<file path="src/rtl/sgn_alu_pkg.sv">
package sgn_alu_pkg;

   localparam int OP_W = 4;

   typedef enum logic [OP_W-1:0] {
      OP_AND = 4'b0000,
      OP_OR  = 4'b0001,
      OP_ADD = 4'b0010,
      OP_SUB = 4'b0110,
      OP_SLT = 4'b0111,
      OP_NOR = 4'b1100,
      OP_EQ  = 4'b1111
   } alu_op_e;

   typedef enum logic [1:0] {
      LFN_AND = 2'd0,
      LFN_OR  = 2'd1,
      LFN_NOR = 2'd2
   } logic_fn_e;

   typedef enum logic [2:0] {
      SRC_NONE  = 3'd0,
      SRC_LOGIC = 3'd1,
      SRC_SUM   = 3'd2,
      SRC_LESS  = 3'd3,
      SRC_EQUAL = 3'd4
   } res_src_e;

   typedef struct packed {
      res_src_e  src;
      logic_fn_e lfn;
      logic      subtract;
      logic      carry_en;
      logic      ovf_en;
   } alu_ctl_t;

   function automatic logic op_is_known(logic [OP_W-1:0] code);
      case (code)
         OP_AND, OP_OR, OP_ADD, OP_SUB, OP_SLT, OP_NOR, OP_EQ: return 1'b1;
         default: return 1'b0;
      endcase
   endfunction

endpackage

</file>
<file path="src/rtl/sgn_alu_decode.sv">
module sgn_alu_decode
   import sgn_alu_pkg::*;
(
   input  logic [OP_W-1:0] op_sel,
   output alu_ctl_t        ctl
);
   always_comb begin
      ctl          = '0;
      ctl.src      = SRC_NONE;
      ctl.lfn      = LFN_AND;
      case (op_sel)
         OP_AND: begin ctl.src = SRC_LOGIC; ctl.lfn = LFN_AND; end
         OP_OR:  begin ctl.src = SRC_LOGIC; ctl.lfn = LFN_OR;  end
         OP_NOR: begin ctl.src = SRC_LOGIC; ctl.lfn = LFN_NOR; end
         OP_ADD: begin
            ctl.src      = SRC_SUM;
            ctl.carry_en = 1'b1;
            ctl.ovf_en   = 1'b1;
         end
         OP_SUB: begin
            ctl.src      = SRC_SUM;
            ctl.subtract = 1'b1;
            ctl.ovf_en   = 1'b1;
         end
         OP_SLT: begin
            ctl.src      = SRC_LESS;
            ctl.subtract = 1'b1;
         end
         OP_EQ:  ctl.src = SRC_EQUAL;
         default: ctl.src = SRC_NONE;
      endcase
   end
endmodule

</file>
<file path="src/rtl/sgn_alu_bitwise.sv">
module sgn_alu_bitwise
   import sgn_alu_pkg::*;
#(
   parameter int WIDTH = 32
) (
   input  logic [WIDTH-1:0] a,
   input  logic [WIDTH-1:0] b,
   input  logic_fn_e        lfn,
   output logic [WIDTH-1:0] y
);
   if (WIDTH < 1) begin : g_bad_width
      $error("sgn_alu_bitwise: WIDTH must be at least 1");
   end

   for (genvar i = 0; i < WIDTH; i++) begin : g_bit
      always_comb begin
         case (lfn)
            LFN_AND: y[i] = a[i] & b[i];
            LFN_OR:  y[i] = a[i] | b[i];
            LFN_NOR: y[i] = ~(a[i] | b[i]);
            default: y[i] = 1'b0;
         endcase
      end
   end
endmodule

</file>
<file path="src/rtl/sgn_alu_addsub.sv">
module sgn_alu_addsub #(
   parameter int WIDTH      = 32,
   parameter bit USE_RIPPLE = 1'b0
) (
   input  logic [WIDTH-1:0] a,
   input  logic [WIDTH-1:0] b,
   input  logic             subtract,
   output logic [WIDTH-1:0] sum,
   output logic             carry_msb,
   output logic             ovf_raw
);
   localparam int MSB = WIDTH - 1;

   if (WIDTH < 2) begin : g_bad_width
      $error("sgn_alu_addsub: WIDTH must be at least 2");
   end

   logic [WIDTH-1:0] b_eff;
   assign b_eff = b ^ {WIDTH{subtract}};

   if (USE_RIPPLE) begin : g_ripple
      logic [WIDTH:0] chain;
      assign chain[0] = subtract;
      for (genvar i = 0; i < WIDTH; i++) begin : g_stage
         assign sum[i]     = a[i] ^ b_eff[i] ^ chain[i];
         assign chain[i+1] = (a[i] & b_eff[i]) | (chain[i] & (a[i] ^ b_eff[i]));
      end
      assign carry_msb = chain[WIDTH];
   end else begin : g_operator
      logic [WIDTH:0] wide;
      assign wide      = {1'b0, a} + {1'b0, b_eff} + {{WIDTH{1'b0}}, subtract};
      assign sum       = wide[WIDTH-1:0];
      assign carry_msb = wide[WIDTH];
   end

   // signs of both effective addends agree but the sum's sign does not
   assign ovf_raw = (a[MSB] == b_eff[MSB]) && (sum[MSB] != a[MSB]);
endmodule

</file>
<file path="src/rtl/sgn_alu_compare.sv">
module sgn_alu_compare #(
   parameter int WIDTH        = 32,
   parameter bit SLT_FROM_SUM = 1'b1
) (
   input  logic [WIDTH-1:0] a,
   input  logic [WIDTH-1:0] b,
   input  logic             diff_msb,
   input  logic             diff_ovf,
   output logic             less,
   output logic             equal
);
   if (WIDTH < 2) begin : g_bad_width
      $error("sgn_alu_compare: WIDTH must be at least 2");
   end

   if (SLT_FROM_SUM) begin : g_from_sum
      // true sign of A-B is the raw sign corrected by overflow
      assign less = diff_msb ^ diff_ovf;
   end else begin : g_direct
      assign less = $signed(a) < $signed(b);
   end

   logic [WIDTH-1:0] same;
   for (genvar i = 0; i < WIDTH; i++) begin : g_xnor
      assign same[i] = ~(a[i] ^ b[i]);
   end
   assign equal = &same;
endmodule

</file>
<file path="src/rtl/sgn_alu.sv">
module sgn_alu
   import sgn_alu_pkg::*;
#(
   parameter int WIDTH        = 32,
   parameter bit USE_RIPPLE   = 1'b0,
   parameter bit SLT_FROM_SUM = 1'b1
) (
   input  logic [WIDTH-1:0] op_a,
   input  logic [WIDTH-1:0] op_b,
   input  logic [OP_W-1:0]  op_sel,
   output logic [WIDTH-1:0] result,
   output logic             carry_out,
   output logic             zero,
   output logic             overflow
);
   if (WIDTH < 2) begin : g_bad_width
      $error("sgn_alu: WIDTH must be at least 2");
   end

   alu_ctl_t         ctl;
   logic [WIDTH-1:0] logic_y;
   logic [WIDTH-1:0] sum;
   logic             carry_msb;
   logic             ovf_raw;
   logic             less;
   logic             equal;

   sgn_alu_decode u_decode (
      .op_sel (op_sel),
      .ctl    (ctl)
   );

   sgn_alu_bitwise #(.WIDTH(WIDTH)) u_bitwise (
      .a   (op_a),
      .b   (op_b),
      .lfn (ctl.lfn),
      .y   (logic_y)
   );

   sgn_alu_addsub #(.WIDTH(WIDTH), .USE_RIPPLE(USE_RIPPLE)) u_addsub (
      .a         (op_a),
      .b         (op_b),
      .subtract  (ctl.subtract),
      .sum       (sum),
      .carry_msb (carry_msb),
      .ovf_raw   (ovf_raw)
   );

   sgn_alu_compare #(.WIDTH(WIDTH), .SLT_FROM_SUM(SLT_FROM_SUM)) u_compare (
      .a        (op_a),
      .b        (op_b),
      .diff_msb (sum[WIDTH-1]),
      .diff_ovf (ovf_raw),
      .less     (less),
      .equal    (equal)
   );

   always_comb begin
      case (ctl.src)
         SRC_LOGIC: result = logic_y;
         SRC_SUM:   result = sum;
         SRC_LESS:  result = {{(WIDTH-1){1'b0}}, less};
         SRC_EQUAL: result = {{(WIDTH-1){1'b0}}, equal};
         default:   result = '0;
      endcase
   end

   assign carry_out = ctl.carry_en & carry_msb;
   assign overflow  = ctl.ovf_en & ovf_raw;
   assign zero      = ~|result;
endmodule

</file>
<file path="config.mk">
export PLATFORM = sky130hd
export DESIGN_NAME = sgn_alu
export DESIGN_NICKNAME = d
export VERILOG_FILES = /design/src/rtl/sgn_alu_pkg.sv /design/src/rtl/sgn_alu_decode.sv /design/src/rtl/sgn_alu_bitwise.sv /design/src/rtl/sgn_alu_addsub.sv /design/src/rtl/sgn_alu_compare.sv /design/src/rtl/sgn_alu.sv
export SDC_FILE = /design/constraint.sdc
export NUM_CORES = 1
export LEC_CHECK = 0
export BUFFER_PORTS_ARGS = -buffer_cell sky130_fd_sc_hd__buf_4
export CORE_MARGIN = 4
export CORE_UTILIZATION = 45
export DETAILED_ROUTE_END_ITERATION = 10
export GPL_ROUTABILITY_DRIVEN = 0
export PLACE_DENSITY = 0.78
export SLEW_MARGIN = 15
export SYNTH_ARGS = -nofsm -noshare
export SYNTH_HDL_FRONTEND = slang
export SYNTH_HIERARCHICAL = 1
export SYNTH_SLANG_ARGS = --single-unit
</file>
<file path="constraint.sdc">
create_clock -name vclk -period 5.9
set_clock_uncertainty 0.05 [all_clocks]
set_input_delay 1.18 -clock vclk [all_inputs]
set_output_delay 1.18 -clock vclk [all_outputs]
set_load 0.01 [all_outputs]
</file>
* Yosys cells after proc, flatten, opt, wreduce, memory -nomap -nowiden
Cells that the tools add are included. W data, S select, Z words.
Cells by class: muxes and demuxes 38, bitwise operators 164, equality and inequality tests 14, reductions and logical operators 9, add/subtract/negate cells 2
Operators by type and width (number):
- $pmux W32 S4 | 1
- $pmux W1 S3 | 32
- $not A1 Y1 | 64
- $and A1 B1 Y1 | 34
- $add A32 B32 Y33 | 1
- $add A33 B1 Y33 | 1
- $xor A1 B1 Y1 | 33
- $or A1 B1 Y1 | 32
- $reduce_and A32 Y1 | 1
- $reduce_or A32 Y1 | 1
- $xor A32 B32 Y32 | 1
- $pmux W3 S4 | 1
- $eq A4 B3 Y1 const B | 2
- $eq A4 B4 Y1 const B | 2
- $eq A3 B2 Y1 const B | 2
- $eq A4 B1 Y1 const B | 1
- $eq A4 B2 Y1 const B | 1
- $logic_not A4 Y1 | 1
- $pmux W2 S2 | 1
- $reduce_or A2 Y1 | 2
- $eq A3 B1 Y1 const B | 1
- $eq A3 B3 Y1 const B | 1
- $mux W1 | 3
- $reduce_or A3 Y1 | 1
- 7 further kinds | 7
Storage, ports and cells: word-level logic and storage cells 227, output and inout bits 35, flip-flop bits (word level) 0

* Depth between registers and ports, before layout
word-level depth 12, mapped depth 21, gate-level depth less buffers 18

* Cells and area by module
The synthesis kept the hierarchy.
Modules (own cells, without submodules):
- sgn_alu_addsub | cells each 272, times used 1, seq. area each 0.0 um^2, area an instance 1974.4 um^2
- sgn_alu_bitwise | cells each 110, times used 1, seq. area each 0.0 um^2, area an instance 962.2 um^2
- sgn_alu | cells each 92, times used 1, seq. area each 0.0 um^2, area an instance 651.9 um^2
- sgn_alu_compare | cells each 44, times used 1, seq. area each 0.0 um^2, area an instance 355.3 um^2
- sgn_alu_decode | cells each 15, times used 1, seq. area each 0.0 um^2, area an instance 82.6 um^2

* Worst setup path after synthesis
OpenSTA, ideal clock, no wires.
path kind in2out, from input op_sel[3], to output zero, path buffers 2, data required time 4670 ps, cell stages on the path 19, path slack -455 ps, data arrival time 5125 ps, path through nand2b_1 nor2_1 buf_2 clkbuf_1 xor2_1 ha_1 a21o_1 a21o_1 a221o_1 a22o_1 a21o_1 a21oi_1 nor2_1 o31a_1 or4_4 o31ai_2 o21ai_1 nor4_2 and4_1
RTL lines:
- start: declaration | RTL line sgn_alu.sv:10 | input logic [OP_W-1:0] op_sel,
- end: declaration | RTL line sgn_alu.sv:13 | output logic zero,

==> run_results.csv <==
group,metric,value,unit
status,status,"complete, but fails checks",
status,violated_checks,"negative setup slack",
layout,regArea,0,sq um
sta,hold_viol_final,0,
synth,synth_cell_types,61,
drt,routed_wire_length_per_instance,20.0,um
setup_path,worstPathArrival,5.11,ns
worst_hold_path,hold_path_class,"in2out",
layout,final_nets,823,
drt,num_vias,5314,
setup_path,worstSetupEndpoint,"zero",
synth,syn-instance-count,533,
drt,drc_errors,0,
setup_path,criticalPathCategory,"in2out",
floorplan,core_area,8720,sq um
floorplan,initial_core_util,46.2,%
sta,tightest_slew,0.806,ns
floorplan,die_height,103,um
global_route,grt_start_max_net_pins,65,
floorplan,row_count,34,
setup_path,cp.required,4.67,ns
sta,final.hold.worst_slack,2.74,ns
sta,worst_slew_margin_rel,45.7,%
pwr,vdd_drop_max,0.0000649,V
pwr,fin_total_pwr,0.000767,W
drt,iteration_0_drc_markers,524,
pwr,powerDensity,131,nW/um^2
sta,final.min_clock_period,6.34,ns
sta,fin_setup_tns,-0.453,ns
setup_path,worst_setup_path_start_kind,"primary input",
place,placement.io_buffers,103,
synth,synth_nets,633,
sta,setup_repair_after_global_routing_missed_its_margin,"yes",
global_route,grt_pass1_vias,5099,
synth,synthesis.area_per_instance,7.55,sq um
layout,insertedDiodeCount,0,
sta,maxSlewViolCount,0,
global_route,grtUsageTotal,29.6,%
global_route,wire_length_of_the_first_global_routing_pass,25000,um
layout,area_delta_synth_final,45.9,%
place,placement.setup.worst_slack,-0.403,ns
global_route,grt_antenna_before_repair,0,
drt,antenna_violating_nets_post_route,0,
sta,report.final.setup_viol,2,
floorplan,die_area,10500,sq um
floorplan,die_x,103,um
sta,fin_crit_sh,107,%
floorplan,io_pins,103,
place,post_dp_cell_area,5560,sq um
job,max_cap_violations,0,
drt,route.detailed.vias_per_inst,6.41,
setup_path,worstPathMaxFanout,8,
sta,final_critical_path_setup_slack,-0.439,ns
layout,layout.sequential_cells,0,
setup_path,worstSetupStartpoint,"op_sel[3]",
synth,ys_seq_area_share,0,%
pwr,power_leakage,2.90,nW
layout,drive_above_1_share,40.5,%
drt,route.final.wire_length,16600,um
drt,firstDrtPassIters,6,
place,dpl.hpwl,12500,um
global_route,globalRouteOverflowTotal,0,
synth,mappedNetlistArea,4030,sq um
layout,finalInstanceArea,5870,sq um
layout,clockBufferCount,0,
sta,fmax,158,MHz
setup_path,end_kind,"output port",
synth,yosysWarningCount,6,
-- logic make-up (layout without fill, tap and decap cells) --
kind of cell / Yosys count / count (layout) / share of synthesized area (%)
xor gates and xnor gates: 89 / 89 / 19.4
buffers and inverters: 38 / 226 / 4.97
adders and majority gates: 64 / 64 / 19.0
muxes: 4 / 4 / 1.03
and+or+nand+nor: 166 / 166 / 24.4
AOI/OAI and AO/OA: 172 / 172 / 31.3
-- per-stage QoR --
stage               instances  util (%)
global placement          813      63.8
finish                    829      67.4
detailed placement        813      63.8
floorplan                 533         -
CTS                       825      66.6
global route              829      67.4
-- worst min-delay path by stage --
stage	end	slack [ns]	from	cells past startpoint
global placement	overflow	2.74	op_sel[0]	4
CTS	overflow	2.74	op_sel[0]	4
detailed placement	overflow	2.74	op_sel[0]	4
finish	overflow	2.74	op_sel[0]	4
floorplan	overflow	2.50	op_sel[0]	2
global route	carry_out	2.78	op_sel[0]	4
-- final cells by class --
cell class	count	area [sq um]
multi-input combinational	495	4010
fill	684	2850
timing repair buffer	218	1700
tap	108	135
inverter	8	30.0
-- cells in the final DEF (no fill, tap or decap), types with 6 or more instances in the layout --
| master | synthesis | routed |
|---|---|---|
| a21o_1 | 47 | 47 |
| a21oi_1 | 37 | 32 |
| a22o_1 | 20 | 20 |
| buf_4 | 1 | 209 |
| buf_6 | 6 | 6 |
| ha_1 | 31 | 29 |
| inv_1 | 8 | 7 |
| maj3_2 | 28 | 28 |
| nand2_1 | 29 | 29 |
| nand4_1 | 8 | 8 |
| nor2_1 | 42 | 40 |
| nor3_1 | 6 | 6 |
| nor4_1 | 14 | 13 |
| nor4b_1 | 33 | 32 |
| o21ai_0 | 17 | 14 |
| xnor2_1 | 11 | 11 |
| xor2_1 | 78 | 72 |
| xor2_2 | 0 | 6 |
-- report_power, final --
part	leakage [nW]	switching (W)	internal, W
registers	0	0	0
clock network	0	0	0
logic	2.90	0.000395	0.000372
total	2.90	0.000395	0.000372
-- critical path: stages --
cell	delay [ns]
buf_6	0.09
nand2b_4	0.14
nor2_4	0.14
buf_12	0.16
xor2_2	0.07
ha_1	0.32
buf_4	0.15
nand4_1	0.19
o21bai_2	0.27
a31o_2	0.22
nor2_4	0.05
a41oi_2	0.23
a41oi_2	0.18
nor2_1	0.14
xor2_1	0.11
or4_4	0.56
o31ai_4	0.24
o21ai_2	0.08
nor4_2	0.13
and4_1	0.29
buf_6	0.12
-- routing by layer --
| layer | track usage (%) | up-vias | part of all wire [%] |
|---|---|---|---|
| met4 | 15.1 | 0 | 5.9 |
| met1 | 36.7 | 2476 | 38 |
| met3 | 3.99 | 98 | 10 |
| met5 | 0 | - | 0 |
| li1 | - | 2396 | - |
| met2 | 49.8 | 344 | 46 |
-- synthesized netlist by cell type (3+ instances only) --
master    number  share of area, %
inv_1          8              0.75
a21oi_1       37               4.6
nor3b_1        3              0.56
nor4b_1       33               7.2
nand4_1        8               1.2
buf_2          7              0.87
o21bai_1       3              0.56
o21ai_0       17               2.1
xor2_1        78                17
clkbuf_1      16               1.5
nor3_1         6              0.75
a22o_1        20               4.4
a21o_1        47               8.8
nor4_1        14               2.2
buf_6          6               1.7
a31oi_1        3              0.47
xnor2_1       11               2.4
a21boi_0       3              0.56
maj3_1         4              0.99
mux2i_1        3              0.75
nor2b_1        3              0.47
a22oi_1        4              0.75
ha_1          31               9.6
a22oi_2        4               1.2
a41oi_1        3              0.65
nand3_1        5              0.62
nand2b_1       5              0.78
o21a_1         5              0.93
nor2_1        42               3.9
maj3_2        28               7.8
nand2_1       29               2.7
o211ai_1       3              0.56
and2_1         4              0.62
-- what timing repair did --
action / CTS / global route
cloned: 1 / 0
pin swaps: 26 / 14
endpoints found under the setup margin: 1 / 7
buffers inserted: 11 / 6
gates resized for setup: 24 / 14
hold buffers: 0 / 0
No activity file was read; power rests on OpenSTA's default activity.
